### src/rtl/jscan_pkg.sv
package jscan_pkg;

    // Width of the identification word shifted out of the data register.
    localparam int ID_W        = 32;
    // Rising edges with TMS high that force Test-Logic-Reset.
    localparam int RESET_RISES = 5;
    // Rising edges that walk from reset to the shift state.
    localparam int WALK_RISES  = 4;
    localparam int TOTAL_RISES = RESET_RISES + WALK_RISES + ID_W;
    localparam int FIRST_SAMPLE = RESET_RISES + WALK_RISES;

    typedef enum logic [2:0] {
        ST_IDLE,
        ST_LAUNCH,
        ST_SHIFT,
        ST_JUDGE,
        ST_REPORT,
        ST_ADVANCE,
        ST_DONE
    } scan_state_e;

    typedef enum logic [1:0] {
        SQ_IDLE,
        SQ_LOW,
        SQ_HIGH
    } seq_state_e;

    // TMS level to present ahead of rising edge number k (0-based).
    function automatic logic tms_for_rise(input int k);
        return (k < RESET_RISES) || (k == RESET_RISES + 1) || (k == TOTAL_RISES - 1);
    endfunction

    // A word counts as an ID only with its fixed LSB set and not all ones.
    function automatic logic id_plausible(input logic [ID_W-1:0] w);
        return w[0] && !(&w);
    endfunction

endpackage

### src/rtl/jscan_role_perm.sv
module jscan_role_perm
    import jscan_pkg::*;
#(
    parameter int NUM_CH = 8,
    localparam int IDX_W = $clog2(NUM_CH),
    localparam int CNT_W = $clog2(NUM_CH + 1)
) (
    input  logic             clk,
    input  logic             rst_n,
    input  logic             init,
    input  logic             step,
    input  logic [CNT_W-1:0] n_ch,
    output logic [IDX_W-1:0] tck_idx,
    output logic [IDX_W-1:0] tms_idx,
    output logic [IDX_W-1:0] tdo_idx,
    output logic             last
);

    logic [IDX_W-1:0] tck_q, tms_q, tdo_q;
    logic [IDX_W-1:0] tck_d, tms_d, tdo_d;

    // Smallest channel at or above 'from', below 'lim', excluding two indices.
    function automatic int next_free(input int from, input int ex_a, input int ex_b, input int lim);
        int r;
        r = -1;
        for (int i = NUM_CH - 1; i >= 0; i--) begin
            if (i >= from && i < lim && i != ex_a && i != ex_b) r = i;
        end
        return r;
    endfunction

    always_comb begin
        int lim, ct, cm, cd, c1, c2, c3, nt, nm, nd;
        lim  = int'(n_ch);
        ct   = int'(tck_q);
        cm   = int'(tms_q);
        cd   = int'(tdo_q);
        nt   = ct;
        nm   = cm;
        nd   = cd;
        last = 1'b0;
        c2   = -1;
        c3   = -1;
        c1   = next_free(ct + 1, cm, cd, lim);
        if (c1 >= 0) begin
            nt = c1;
        end else begin
            c2 = next_free(cm + 1, cd, cd, lim);
            if (c2 >= 0) begin
                nm = c2;
                nt = next_free(0, c2, cd, lim);
            end else begin
                c3 = next_free(cd + 1, NUM_CH, NUM_CH, lim);
                if (c3 >= 0) begin
                    nd = c3;
                    nm = next_free(0, c3, c3, lim);
                    nt = next_free(0, nm, c3, lim);
                end else begin
                    last = 1'b1;
                end
            end
        end
        tck_d = IDX_W'(nt);
        tms_d = IDX_W'(nm);
        tdo_d = IDX_W'(nd);
    end

    always_ff @(posedge clk) begin
        if (!rst_n || init) begin
            tck_q <= IDX_W'(2);
            tms_q <= IDX_W'(1);
            tdo_q <= IDX_W'(0);
        end else if (step && !last) begin
            tck_q <= tck_d;
            tms_q <= tms_d;
            tdo_q <= tdo_d;
        end
    end

    assign tck_idx = tck_q;
    assign tms_idx = tms_q;
    assign tdo_idx = tdo_q;

    // the three roles never share a channel.
    a_r1_roles_distinct: assert property (@(posedge clk) disable iff (!rst_n)
        (tck_q != tms_q) && (tms_q != tdo_q) && (tck_q != tdo_q));

    // every advance moves to a strictly larger (tdo, tms, tck) key.
    a_r2_order_rises: assert property (@(posedge clk) disable iff (!rst_n)
        (step && !last && !init) |=> ({tdo_q, tms_q, tck_q} > $past({tdo_q, tms_q, tck_q})));

endmodule

### src/rtl/jscan_tap_seq.sv
module jscan_tap_seq
    import jscan_pkg::*;
#(
    parameter int DIV_W = 8
) (
    input  logic            clk,
    input  logic            rst_n,
    input  logic            go,
    input  logic [DIV_W-1:0] div_cfg,
    input  logic            tdo_in,
    output logic            tck,
    output logic            tms,
    output logic            fin,
    output logic [ID_W-1:0] word
);

    localparam int RISE_W = $clog2(TOTAL_RISES + 1);

    seq_state_e        state_q, state_d;
    logic [DIV_W-1:0]  phase_q;
    logic [RISE_W-1:0] rises_q;
    logic              tck_q, tms_q, fin_q;
    logic [ID_W-1:0]   word_q;
    logic              half_end;

    assign half_end = (phase_q == div_cfg);

    always_comb begin
        state_d = state_q;
        unique case (state_q)
            SQ_IDLE: if (go) state_d = SQ_LOW;
            SQ_LOW:  if (half_end) state_d = SQ_HIGH;
            SQ_HIGH: if (half_end)
                         state_d = (rises_q == RISE_W'(TOTAL_RISES)) ? SQ_IDLE : SQ_LOW;
            default: state_d = SQ_IDLE;
        endcase
    end

    always_ff @(posedge clk) begin
        if (!rst_n) state_q <= SQ_IDLE;
        else        state_q <= state_d;
    end

    always_ff @(posedge clk) begin
        if (!rst_n) begin
            phase_q <= '0;
            rises_q <= '0;
            tck_q   <= 1'b0;
            tms_q   <= 1'b0;
            fin_q   <= 1'b0;
            word_q  <= '0;
        end else begin
            fin_q <= 1'b0;
            unique case (state_q)
                SQ_IDLE: begin
                    if (go) begin
                        phase_q <= '0;
                        rises_q <= '0;
                        tck_q   <= 1'b0;
                        tms_q   <= tms_for_rise(0);
                        word_q  <= '0;
                    end
                end
                SQ_LOW: begin
                    if (half_end) begin
                        phase_q <= '0;
                        tck_q   <= 1'b1;
                        rises_q <= rises_q + 1'b1;
                        if (int'(rises_q) >= FIRST_SAMPLE)
                            word_q <= {tdo_in, word_q[ID_W-1:1]};
                    end else begin
                        phase_q <= phase_q + 1'b1;
                    end
                end
                SQ_HIGH: begin
                    if (half_end) begin
                        phase_q <= '0;
                        tck_q   <= 1'b0;
                        if (rises_q == RISE_W'(TOTAL_RISES)) fin_q <= 1'b1;
                        else                                 tms_q <= tms_for_rise(int'(rises_q));
                    end else begin
                        phase_q <= phase_q + 1'b1;
                    end
                end
                default: ;
            endcase
        end
    end

    assign tck  = tck_q;
    assign tms  = tms_q;
    assign fin  = fin_q;
    assign word = word_q;

    // TMS holds while TCK stays high.
    a_r4_tms_quiet_high: assert property (@(posedge clk) disable iff (!rst_n)
        (tck_q && $past(tck_q)) |-> $stable(tms_q));

    // the rising-edge count never runs past one trial.
    a_r5_rise_bound: assert property (@(posedge clk) disable iff (!rst_n)
        int'(rises_q) <= TOTAL_RISES);

    // a trial ends with TCK low.
    a_r4_ends_low: assert property (@(posedge clk) disable iff (!rst_n)
        fin_q |-> !tck_q);

endmodule

### src/rtl/jtag_id_scanner.sv
module jtag_id_scanner
    import jscan_pkg::*;
#(
    parameter int NUM_CH = 8,
    parameter int DIV_W  = 8,
    localparam int IDX_W = $clog2(NUM_CH),
    localparam int CNT_W = $clog2(NUM_CH + 1)
) (
    input  logic              clk,
    input  logic              rst_n,
    input  logic              start,
    input  logic [CNT_W-1:0]  ch_count,
    input  logic [DIV_W-1:0]  div_cfg,
    input  logic [NUM_CH-1:0] ch_in,
    output logic [NUM_CH-1:0] ch_out,
    output logic [NUM_CH-1:0] ch_oe,
    output logic              hit_valid,
    input  logic              hit_ack,
    output logic [IDX_W-1:0]  hit_tck,
    output logic [IDX_W-1:0]  hit_tms,
    output logic [IDX_W-1:0]  hit_tdo,
    output logic [ID_W-1:0]   hit_id,
    output logic              done
);

    scan_state_e      state_q, state_d;
    logic [CNT_W-1:0] n_q, eff_n;
    logic [DIV_W-1:0] div_q;
    logic             accept, scanning;
    logic             perm_last;
    logic [IDX_W-1:0] tck_idx, tms_idx, tdo_idx;
    logic             seq_tck, seq_tms, seq_fin;
    logic [ID_W-1:0]  seq_word;
    logic             tdo_pin;
    logic [IDX_W-1:0] hit_tck_q, hit_tms_q, hit_tdo_q;
    logic [ID_W-1:0]  hit_id_q;

    assign eff_n    = (ch_count > CNT_W'(NUM_CH)) ? CNT_W'(NUM_CH) : ch_count;
    assign accept   = start && (state_q == ST_IDLE || state_q == ST_DONE);
    assign scanning = !(state_q == ST_IDLE || state_q == ST_DONE);
    assign tdo_pin  = ch_in[tdo_idx];

    jscan_role_perm #(.NUM_CH(NUM_CH)) u_perm (
        .clk     (clk),
        .rst_n   (rst_n),
        .init    (accept),
        .step    (state_q == ST_ADVANCE),
        .n_ch    (n_q),
        .tck_idx (tck_idx),
        .tms_idx (tms_idx),
        .tdo_idx (tdo_idx),
        .last    (perm_last)
    );

    jscan_tap_seq #(.DIV_W(DIV_W)) u_seq (
        .clk     (clk),
        .rst_n   (rst_n),
        .go      (state_q == ST_LAUNCH),
        .div_cfg (div_q),
        .tdo_in  (tdo_pin),
        .tck     (seq_tck),
        .tms     (seq_tms),
        .fin     (seq_fin),
        .word    (seq_word)
    );

    // Next-state logic.
    always_comb begin
        state_d = state_q;
        unique case (state_q)
            ST_IDLE, ST_DONE:
                if (start) state_d = (eff_n < CNT_W'(3)) ? ST_DONE : ST_LAUNCH;
            ST_LAUNCH:  state_d = ST_SHIFT;
            ST_SHIFT:   if (seq_fin) state_d = ST_JUDGE;
            ST_JUDGE:   state_d = id_plausible(seq_word) ? ST_REPORT : ST_ADVANCE;
            ST_REPORT:  if (hit_ack) state_d = ST_ADVANCE;
            ST_ADVANCE: state_d = perm_last ? ST_DONE : ST_LAUNCH;
            default:    state_d = ST_IDLE;
        endcase
    end

    always_ff @(posedge clk) begin
        if (!rst_n) state_q <= ST_IDLE;
        else        state_q <= state_d;
    end

    // Registered outputs and latched configuration.
    always_ff @(posedge clk) begin
        if (!rst_n) begin
            n_q       <= '0;
            div_q     <= '0;
            hit_tck_q <= '0;
            hit_tms_q <= '0;
            hit_tdo_q <= '0;
            hit_id_q  <= '0;
        end else begin
            if (accept) begin
                n_q   <= eff_n;
                div_q <= div_cfg;
            end
            if (state_q == ST_JUDGE && id_plausible(seq_word)) begin
                hit_tck_q <= tck_idx;
                hit_tms_q <= tms_idx;
                hit_tdo_q <= tdo_idx;
                hit_id_q  <= seq_word;
            end
        end
    end

    // Channel drive: roles on three channels, everything else held high.
    always_comb begin
        for (int i = 0; i < NUM_CH; i++) begin
            ch_oe[i]  = scanning && (IDX_W'(i) != tdo_idx);
            if (!scanning)                  ch_out[i] = 1'b0;
            else if (IDX_W'(i) == tck_idx)  ch_out[i] = seq_tck;
            else if (IDX_W'(i) == tms_idx)  ch_out[i] = seq_tms;
            else                            ch_out[i] = 1'b1;
        end
    end

    assign hit_valid = (state_q == ST_REPORT);
    assign done      = (state_q == ST_DONE);
    assign hit_tck   = hit_tck_q;
    assign hit_tms   = hit_tms_q;
    assign hit_tdo   = hit_tdo_q;
    assign hit_id    = hit_id_q;

    // during a scan exactly one channel is released.
    a_r3_one_released: assert property (@(posedge clk) disable iff (!rst_n)
        scanning |-> ($countones(~ch_oe) == 1));

    // idle or done leaves all channels undriven.
    a_r3_idle_released: assert property (@(posedge clk) disable iff (!rst_n)
        (hit_valid == 1'b0 && (done || state_q == ST_IDLE)) |-> (ch_oe == '0));

    // only plausible words are ever reported.
    a_r7_plausible_only: assert property (@(posedge clk) disable iff (!rst_n)
        hit_valid |-> (hit_id[0] && !(&hit_id)));

    // a pending hit and the channel pins freeze until acknowledged.
    a_r8_hold_until_ack: assert property (@(posedge clk) disable iff (!rst_n)
        (hit_valid && !hit_ack) |=> (hit_valid && $stable(hit_id) && $stable(hit_tdo) && $stable(ch_out)));

    // acknowledge retires the hit on the next cycle.
    a_r8_ack_retires: assert property (@(posedge clk) disable iff (!rst_n)
        (hit_valid && hit_ack) |=> !hit_valid);

    // done persists until a start arrives.
    a_r9_done_holds: assert property (@(posedge clk) disable iff (!rst_n)
        (done && !start) |=> done);

endmodule

### config.mk
export PLATFORM = sky130hd
export DESIGN_NAME = jtag_id_scanner
export DESIGN_NICKNAME = d
export VERILOG_FILES = /design/src/rtl/jscan_pkg.sv /design/src/rtl/jscan_role_perm.sv /design/src/rtl/jscan_tap_seq.sv /design/src/rtl/jtag_id_scanner.sv
export SDC_FILE = /design/constraint.sdc
export NUM_CORES = 1
export LEC_CHECK = 0
export ABC_AREA = 1
export BUFFER_PORTS_ARGS = -buffer_cell sky130_fd_sc_hd__buf_2
export CAP_MARGIN = 40
export CORE_MARGIN = 3
export CORE_UTILIZATION = 53
export CTS_BUF_LIST = sky130_fd_sc_hd__clkbuf_8
export DETAILED_ROUTE_END_ITERATION = 6
export PLACE_DENSITY = 0.71
export SYNTH_ARGS = -nofsm -noshare
export SYNTH_HDL_FRONTEND = slang
export SYNTH_SLANG_ARGS = --single-unit
### constraint.sdc
create_clock -name clk -period 4.6 [get_ports clk]
set_input_delay 0.69 -clock clk [delete_from_list [all_inputs] [get_ports clk]]
set_output_delay 0.69 -clock clk [all_outputs]
set_load 0.02 [all_outputs]
==> impl_metrics.json, run 1 <==
{
  "path_cells": "inv_1, nor2_1, nor2_1, inv_1, nor2_1, inv_1, o21ai_0, a31oi_1, buf_2",
  "postCtsSetupBuffers": 0,
  "coreArea_um2": 12100,
  "routedWlPerCell_um": 13.4,
  "period_minus_slack_ns": 3.15,
  "grt_antenna_before_repair": 0,
  "multi_input_area_um2": 3610,
  "cts_made_buffers": 17,
  "critPathSlowestCell": "nor2_1",
  "start_util": 0.549,
  "rsz0062_at_grt": "false",
  "regArea_um2": 2320,
  "finalSetupTns_ns": 0,
  "cts.sinks": 116,
  "run_status": "complete, no violations",
  "maxCapViolCount": 0,
  "gp_congestion": 0.930,
  "hpwl_um": 11500,
  "synthesis.area_um2": 6650,
  "yosys_register_bits": 116,
  "grt_pass1_vias": 5550,
  "ys_seq_area_frac": 0.349,
  "cp-start-kind": "flip-flop",
  "slowest_delay_ns": 0.70,
  "slew-limit-headroom": 0.382,
  "total_power_mw": 3.77,
  "rows": 40,
  "final.setup_skew_ns": 0.0116,
  "netlist_instances": 924,
  "synth_ff_type": "dfxtp_1",
  "postPlaceCellArea_um2": 7150,
  "ios": 83,
  "firstDrtPassIters": 5,
  "drt_wl_total_um": 15700,
  "dieArea_um2": 13900,
  "syn_nets": 983,
  "grt-ovfl-total": 0,
  "avgSynthCellArea_um2": 7.19,
  "insertion_delay_ns": 0.44,
  "die-height_um": 118,
  "path_class": "flip-flop to output port",
  "tightest_slew_ns": 0.923,
  "drive_gt1_frac": 0.196,
  "cts_root_buffer": "clkbuf_8",
  "hp-class": "flip-flop to flip-flop",
  "insertedDiodeCount": 0,
  "power_leakage_nw": 3.34,
  "async_flop_share": 0,
  "hold_buffers": 0,
  "h-tree-depth": 4,
  "vdd_drop_max_mv": 0.322,
  "grt_pass1_wl_um": 26600,
  "cts_tree": "done",
  "fmax_ghz": 0.318,
  "fin_area_um2": 7510,
  "yosysWarningCount": 0,
  "drtAntennaViolNets": 0,
  "period_share": 0.685,
  "yosysUniqueCellTypes": 56,
  "area_delta_synth_final_pct": 13.1,
  "cts_buffer_depth": 2,
  "clkTransAtPathRegs_ns": 0.07,
  "drc": 0,
  "drt_iter0_drc": 444,
  "maxSlewViolCount": 0,
  "nets": 1055,
  "powerDensity_nw_per_um2": 502,
  "layout_commonest_cell": "nand2_1",
  "io_buffers": 82,
  "cp_max_fo": 12,
  "grt_usage": 0.230,
  "mostFrequentLayoutCells": "135 x nand2_1, 127 x inv_1, 116 x dfxtp_1",
  "end_kind": "output port",
  "grt_max_degree": 59,
  "n_fill_cell": 1173,
  "critical_path_arrival_ns": 2.46,
  "via_per_inst": 5.19,
  "path_buf_inv": 4,
  "cts_resized": 0,
  "setup_viol": 0,
  "vias": 6103,
  "worst_ep_required_time_ns": 3.91,
  "path_delay_family": "simple AND/OR/NAND/NOR gates",
  "die_w_um": 118,
  "synth_edf_count": 0,
  "finalHoldViolations": 0
}
==> where the power goes <==
part           switching, mW  internal, mW  total (mW)  leakage (nW)
combinational           1.22         0.531        1.75          2.22
clock                  0.419         0.434       0.853         0.180
sequential            0.0815          1.09        1.17         0.939
==> through the flow <==
stage	util	instances	hold WS (ns)	setup WS, ns
final	0.620	1177	0.442	1.45
after detailed placement	0.591	1145	0.433	1.80
after floorplan	-	924	0.444	2.33
after CTS	0.620	1177	0.443	1.46
after global placement	0.591	1145	0.430	1.89
after global routing	0.620	1177	0.460	1.25
==> worst reg2reg max path, cell delays in order, from the launching register on <==
cell	delay [ns]
dfxtp_1	0.35
inv_1	0.08
nor2_1	0.05
nor2_1	0.10
inv_1	0.06
nor2_1	0.70
inv_1	0.31
nor2_2	0.37
inv_1	0.27
nor2_1	0.28
nand3_1	0.12
o21ai_0	0.10
==> cell usage after synthesis (2+ instances only) <==
library cell	instances	area share
xor2_1	7	0.0092
o21ai_1	7	0.0053
dfxtp_1	116	0.35
nand2_2	10	0.0094
nor2_8	3	0.0090
inv_4	2	0.0019
o21ai_0	81	0.061
a21oi_4	2	0.0049
nor4_1	4	0.0038
nor3_1	19	0.014
nand3_1	50	0.038
nor2_2	6	0.0056
clkinv_1	2	0.0011
a211oi_1	14	0.016
buf_4	3	0.0034
inv_1	127	0.072
clkbuf_1	25	0.014
o211ai_1	3	0.0034
nand3b_1	2	0.0023
nand3_2	6	0.0090
nand2_4	8	0.014
nand4_2	2	0.0038
nand3_4	2	0.0053
nand4_1	16	0.015
a21oi_1	108	0.081
nand2_1	135	0.076
nor3b_1	2	0.0023
buf_2	4	0.0030
a21oi_2	2	0.0026
inv_2	18	0.010
a31oi_1	2	0.0019
nor2_1	71	0.040
nor2_4	6	0.010
ha_1	35	0.066
or2_2	3	0.0028
==> final timing paths <==
path / from / end / slack [ns] / depth (start not counted)
worst max-delay path: state_q[2]$_SDFFE_PN0P_ / ch_out[4] / 1.45 / 9
worst min-delay path: hit_tdo[0]$_SDFFE_PN0P_ / hit_tdo[0]$_SDFFE_PN0P_ / 0.44 / 2
worst max register to register: state_q[2]$_SDFFE_PN0P_ / n_q[1]$_SDFFE_PN0P_ / 1.74 / 11
worst min register to register: hit_tdo[0]$_SDFFE_PN0P_ / hit_tdo[0]$_SDFFE_PN0P_ / 0.44 / 2
==> state kept, by name (all words and copies together), names as in the netlist, 4 cells and up <==
register and flops:
u_seq.word 32, n_q 4, div_q 8, u_seq.phase_q 8
hit_id 32, u_seq.rises_q 6
==> cell type report <==
type                            count  area share
Clock inverter                     14      0.0150
Clock buffer                       18      0.0330
Multi-Input combinational cell    625       0.481
Sequential cell                   116       0.309
Inverter                          150      0.0758
Timing Repair Buffer               86      0.0586
Tap cell                          168      0.0280
==> layer usage <==
metal  wire length [um]  share of wire  up-vias  global-route usage
li1                   -              -     3186                   -
met1               7560           0.48     2761               0.314
met2               7190           0.46      133               0.362
met3                713          0.045       23              0.0437
met4                280          0.018        0              0.0850
met5                  0              0        -                   0
==> cell families (layout without fill, tap and decap cells) <==
| group | count (synthesis) | count (layout) | synth area share |
|---|---|---|---|
| AO/OA/AOI/OAI | 231 | 231 | 0.193 |
| adder cells (fa/ha/maj) | 35 | 35 | 0.0659 |
| buffers and inverters | 183 | 268 | 0.108 |
| XOR/XNOR | 7 | 7 | 0.00923 |
| AND/OR/NAND/NOR | 352 | 352 | 0.274 |
| flip-flops | 116 | 116 | 0.349 |
(Power assumes the default switching activity.)
==> run 2: changes to the inputs <==
--- a/config.mk
+++ b/config.mk
@@ -12,7 +12,7 @@
 export CORE_UTILIZATION = 53
 export CTS_BUF_LIST = sky130_fd_sc_hd__clkbuf_8
 export DETAILED_ROUTE_END_ITERATION = 6
-export PLACE_DENSITY = 0.71
+export PLACE_DENSITY = 0.74
 export SYNTH_ARGS = -nofsm -noshare
 export SYNTH_HDL_FRONTEND = slang
 export SYNTH_SLANG_ARGS = --single-unit
==> constraint.sdc (replaced) <==
create_clock -name clk -period 2.7 [get_ports clk]
set_input_delay 0.405 -clock clk [delete_from_list [all_inputs] [get_ports clk]]
set_output_delay 0.405 -clock clk [all_outputs]
set_load 0.02 [all_outputs]
==> run 2 against run 1 <==
Compared with the run above:
- wire length increased by 1.9%
- die area unchanged
- flip-flop and latch count unchanged
- clock skew about the same
- critical endpoint is now u_perm.tck_idx[0]$_SDFFE_PP0P_
- register-to-register slack got worse by 1.5 ns
- sequential share of layout area decreased by 0.68 points
- largest power group unchanged
==> impl_metrics.json, run 2 (same netlist as run 1, synthesis figures left out) <==
{
  "run_status": "complete, no violations",
  "via_per_inst": 5.28,
  "grt_max_degree": 55,
  "switching_share": 0.435,
  "crit_start": "u_perm.tdo_idx[1]$_SDFFE_PP0P_",
  "grt_pass1_vias": 5901,
  "ios": 83,
  "finalSetupTns_ns": 0,
  "hpwl_um": 11900,
  "die-height_um": 118,
  "routedWlPerCell_um": 13.5,
  "period_minus_slack_ns": 2.46,
  "p_comb_frac": 0.455,
  "postPlaceCellArea_um2": 7240,
  "insertion_delay_ns": 0.44,
  "period_share": 0.911,
  "vdd_drop_max_mv": 0.537,
  "netSwitchingPower_mw": 2.94,
  "dp.cells": 1155,
  "layout_commonest_cell": "nand2_1",
  "instances_no_fill": 1186,
  "cp-start-kind": "flip-flop",
  "r2r_cells": 14,
  "start_util": 0.549,
  "cts.sinks": 116,
  "gp_congestion": 0.916,
  "slew-limit-headroom": 0.572,
  "final_util": 0.635,
  "firstDrtPassIters": 5,
  "nets": 1065,
  "grt_pass1_wl_um": 27700,
  "drtAntennaViolNets": 0,
  "dieArea_um2": 13900,
  "coreArea_um2": 12100,
  "power_leakage_nw": 3.45,
  "routed-wl-met3_um": 941,
  "grt-ovfl-total": 0,
  "topRoutingLayerUsed": "met4",
  "final.setup_skew_ns": 0.0119,
  "grt_usage": 0.239,
  "hold_end": "div_q[7]$_SDFFE_PN0P_",
  "fmax_ghz": 0.406,
  "cts_tree": "done",
  "path_class": "flip-flop to flip-flop",
  "clkTransAtPathRegs_ns": 0.07,
  "postCtsSetupBuffers": 0,
  "whs_ns": 0.195,
  "cp_max_fo": 8,
  "pwr-share-seq": 0.295,
  "hold_depth": 3,
  "drive_gt1_frac": 0.204,
  "area_delta_synth_final_pct": 15.7,
  "end_kind": "flip-flop",
  "postLayoutSetupSlackWorst_ns": 0.239,
  "worstHoldStart": "div_cfg[7]",
  "drt_iter0_drc": 476,
  "p_int_mw": 3.83,
  "setup_viol": 0,
  "insertedDiodeCount": 0,
  "cts_buffer_depth": 2,
  "finalHoldViolations": 0,
  "h-tree-depth": 4,
  "wl_met1_um": 7290,
  "mostFrequentLayoutCells": "135 x nand2_1, 130 x inv_1, 115 x dfxtp_1",
  "cts_root_buffer": "clkbuf_8",
  "cts_made_buffers": 17,
  "clkPwrFrac": 0.249,
  "total_power_mw": 6.77,
  "pre_cts_ws_ns": 0.0310,
  "dr_wl_met2_um": 7560,
  "drc": 0,
  "rows": 40,
  "fin_area_um2": 7690,
  "vias": 6261,
  "worstReg2RegStart": "u_perm.tdo_idx[1]$_SDFFE_PP0P_",
  "rsz0062_at_grt": "false",
  "hp-class": "input pin to flip-flop",
  "tightest_slew_ns": 0.635,
  "maxSlewViolCount": 0,
  "worst_ep_required_time_ns": 3.04,
  "die_w_um": 118,
  "powerDensity_nw_per_um2": 881,
  "hold_buffers": 0,
  "drt_wl_total_um": 16000,
  "r2r_slack_ns": 0.24,
  "maxCapViolCount": 0,
  "critical_path_arrival_ns": 2.80,
  "io_buffers": 82,
  "grt_antenna_before_repair": 0,
  "rr_endpoint": "u_perm.tck_idx[0]$_SDFFE_PP0P_"
}
==> run 2: cell types whose count changed in the layout (fill, tap and decap cells not counted), sizes merged <==
cell      before  now
clkinv        11    7
buf           86   96
clkinvlp       4    0
bufinv         1    3
clkbuf        18   21
inv          148  150
==> run 2: final cells by class <==
type / count / area, um^2
Multi-Input combinational cell: 625 / 3630
Clock inverter: 10 / 133
Inverter: 150 / 569
Fill cell: 1144 / 4430
Timing Repair Buffer: 96 / 528
Tap cell: 168 / 210
Clock buffer: 21 / 289
Sequential cell: 116 / 2320
==> run 2: repair_timing <==
item	4_1_cts	5_1_grt
pin swaps	0	0
endpoints found under the setup margin	6	15
gates resized for setup	1	6
gates cloned	0	0
==> run 2: worst max-delay path by stage <==
stage | to | slack [ns] | cells past startpoint
floorplan | u_perm.tck_idx[2]$_SDFFE_PP0P_ | 0.43 | 15
global placement | n_q[2]$_SDFFE_PN0P_ | 0.09 | 11
detailed placement | n_q[2]$_SDFFE_PN0P_ | 0.03 | 10
CTS | u_perm.tck_idx[0]$_SDFFE_PP0P_ | 0.11 | 15
global route | u_perm.tck_idx[0]$_SDFFE_PP0P_ | 0.02 | 21
finish | u_perm.tck_idx[0]$_SDFFE_PP0P_ | 0.24 | 14
==> run 2: worst max-delay path, stage by stage, from the launching register on <==
cell,delay [ns]
dfxtp_1,0.49
ha_1,0.26
ha_1,0.28
nand2_2,0.12
nand2_1,0.07
nand2_1,0.07
o21ai_0,0.11
nor2_1,0.21
nand2_4,0.10
nor2_8,0.12
inv_2,0.05
o21ai_4,0.23
a21oi_1,0.12
nand2_1,0.09
inv_1,0.04
==> run 2: power groups by stage <==
stage | clock [mW] | sequential (mW) | combinational (mW)
after floorplan | 0 | 1.99 | 2.37
after global placement | 0 | 2.03 | 3.04
after detailed placement | 0 | 2.03 | 3.05
after CTS | 1.72 | 1.99 | 3.06
after global routing | 1.80 | 2.02 | 3.45
final | 1.69 | 2.00 | 3.08
==> run 2: metal layers <==
layer / global-route usage / vias to the layer above
li1: - / 3195
met1: 0.314 / 2868
met2: 0.392 / 176
met3: 0.0586 / 22
met4: 0.0696 / 0
met5: 0 / -
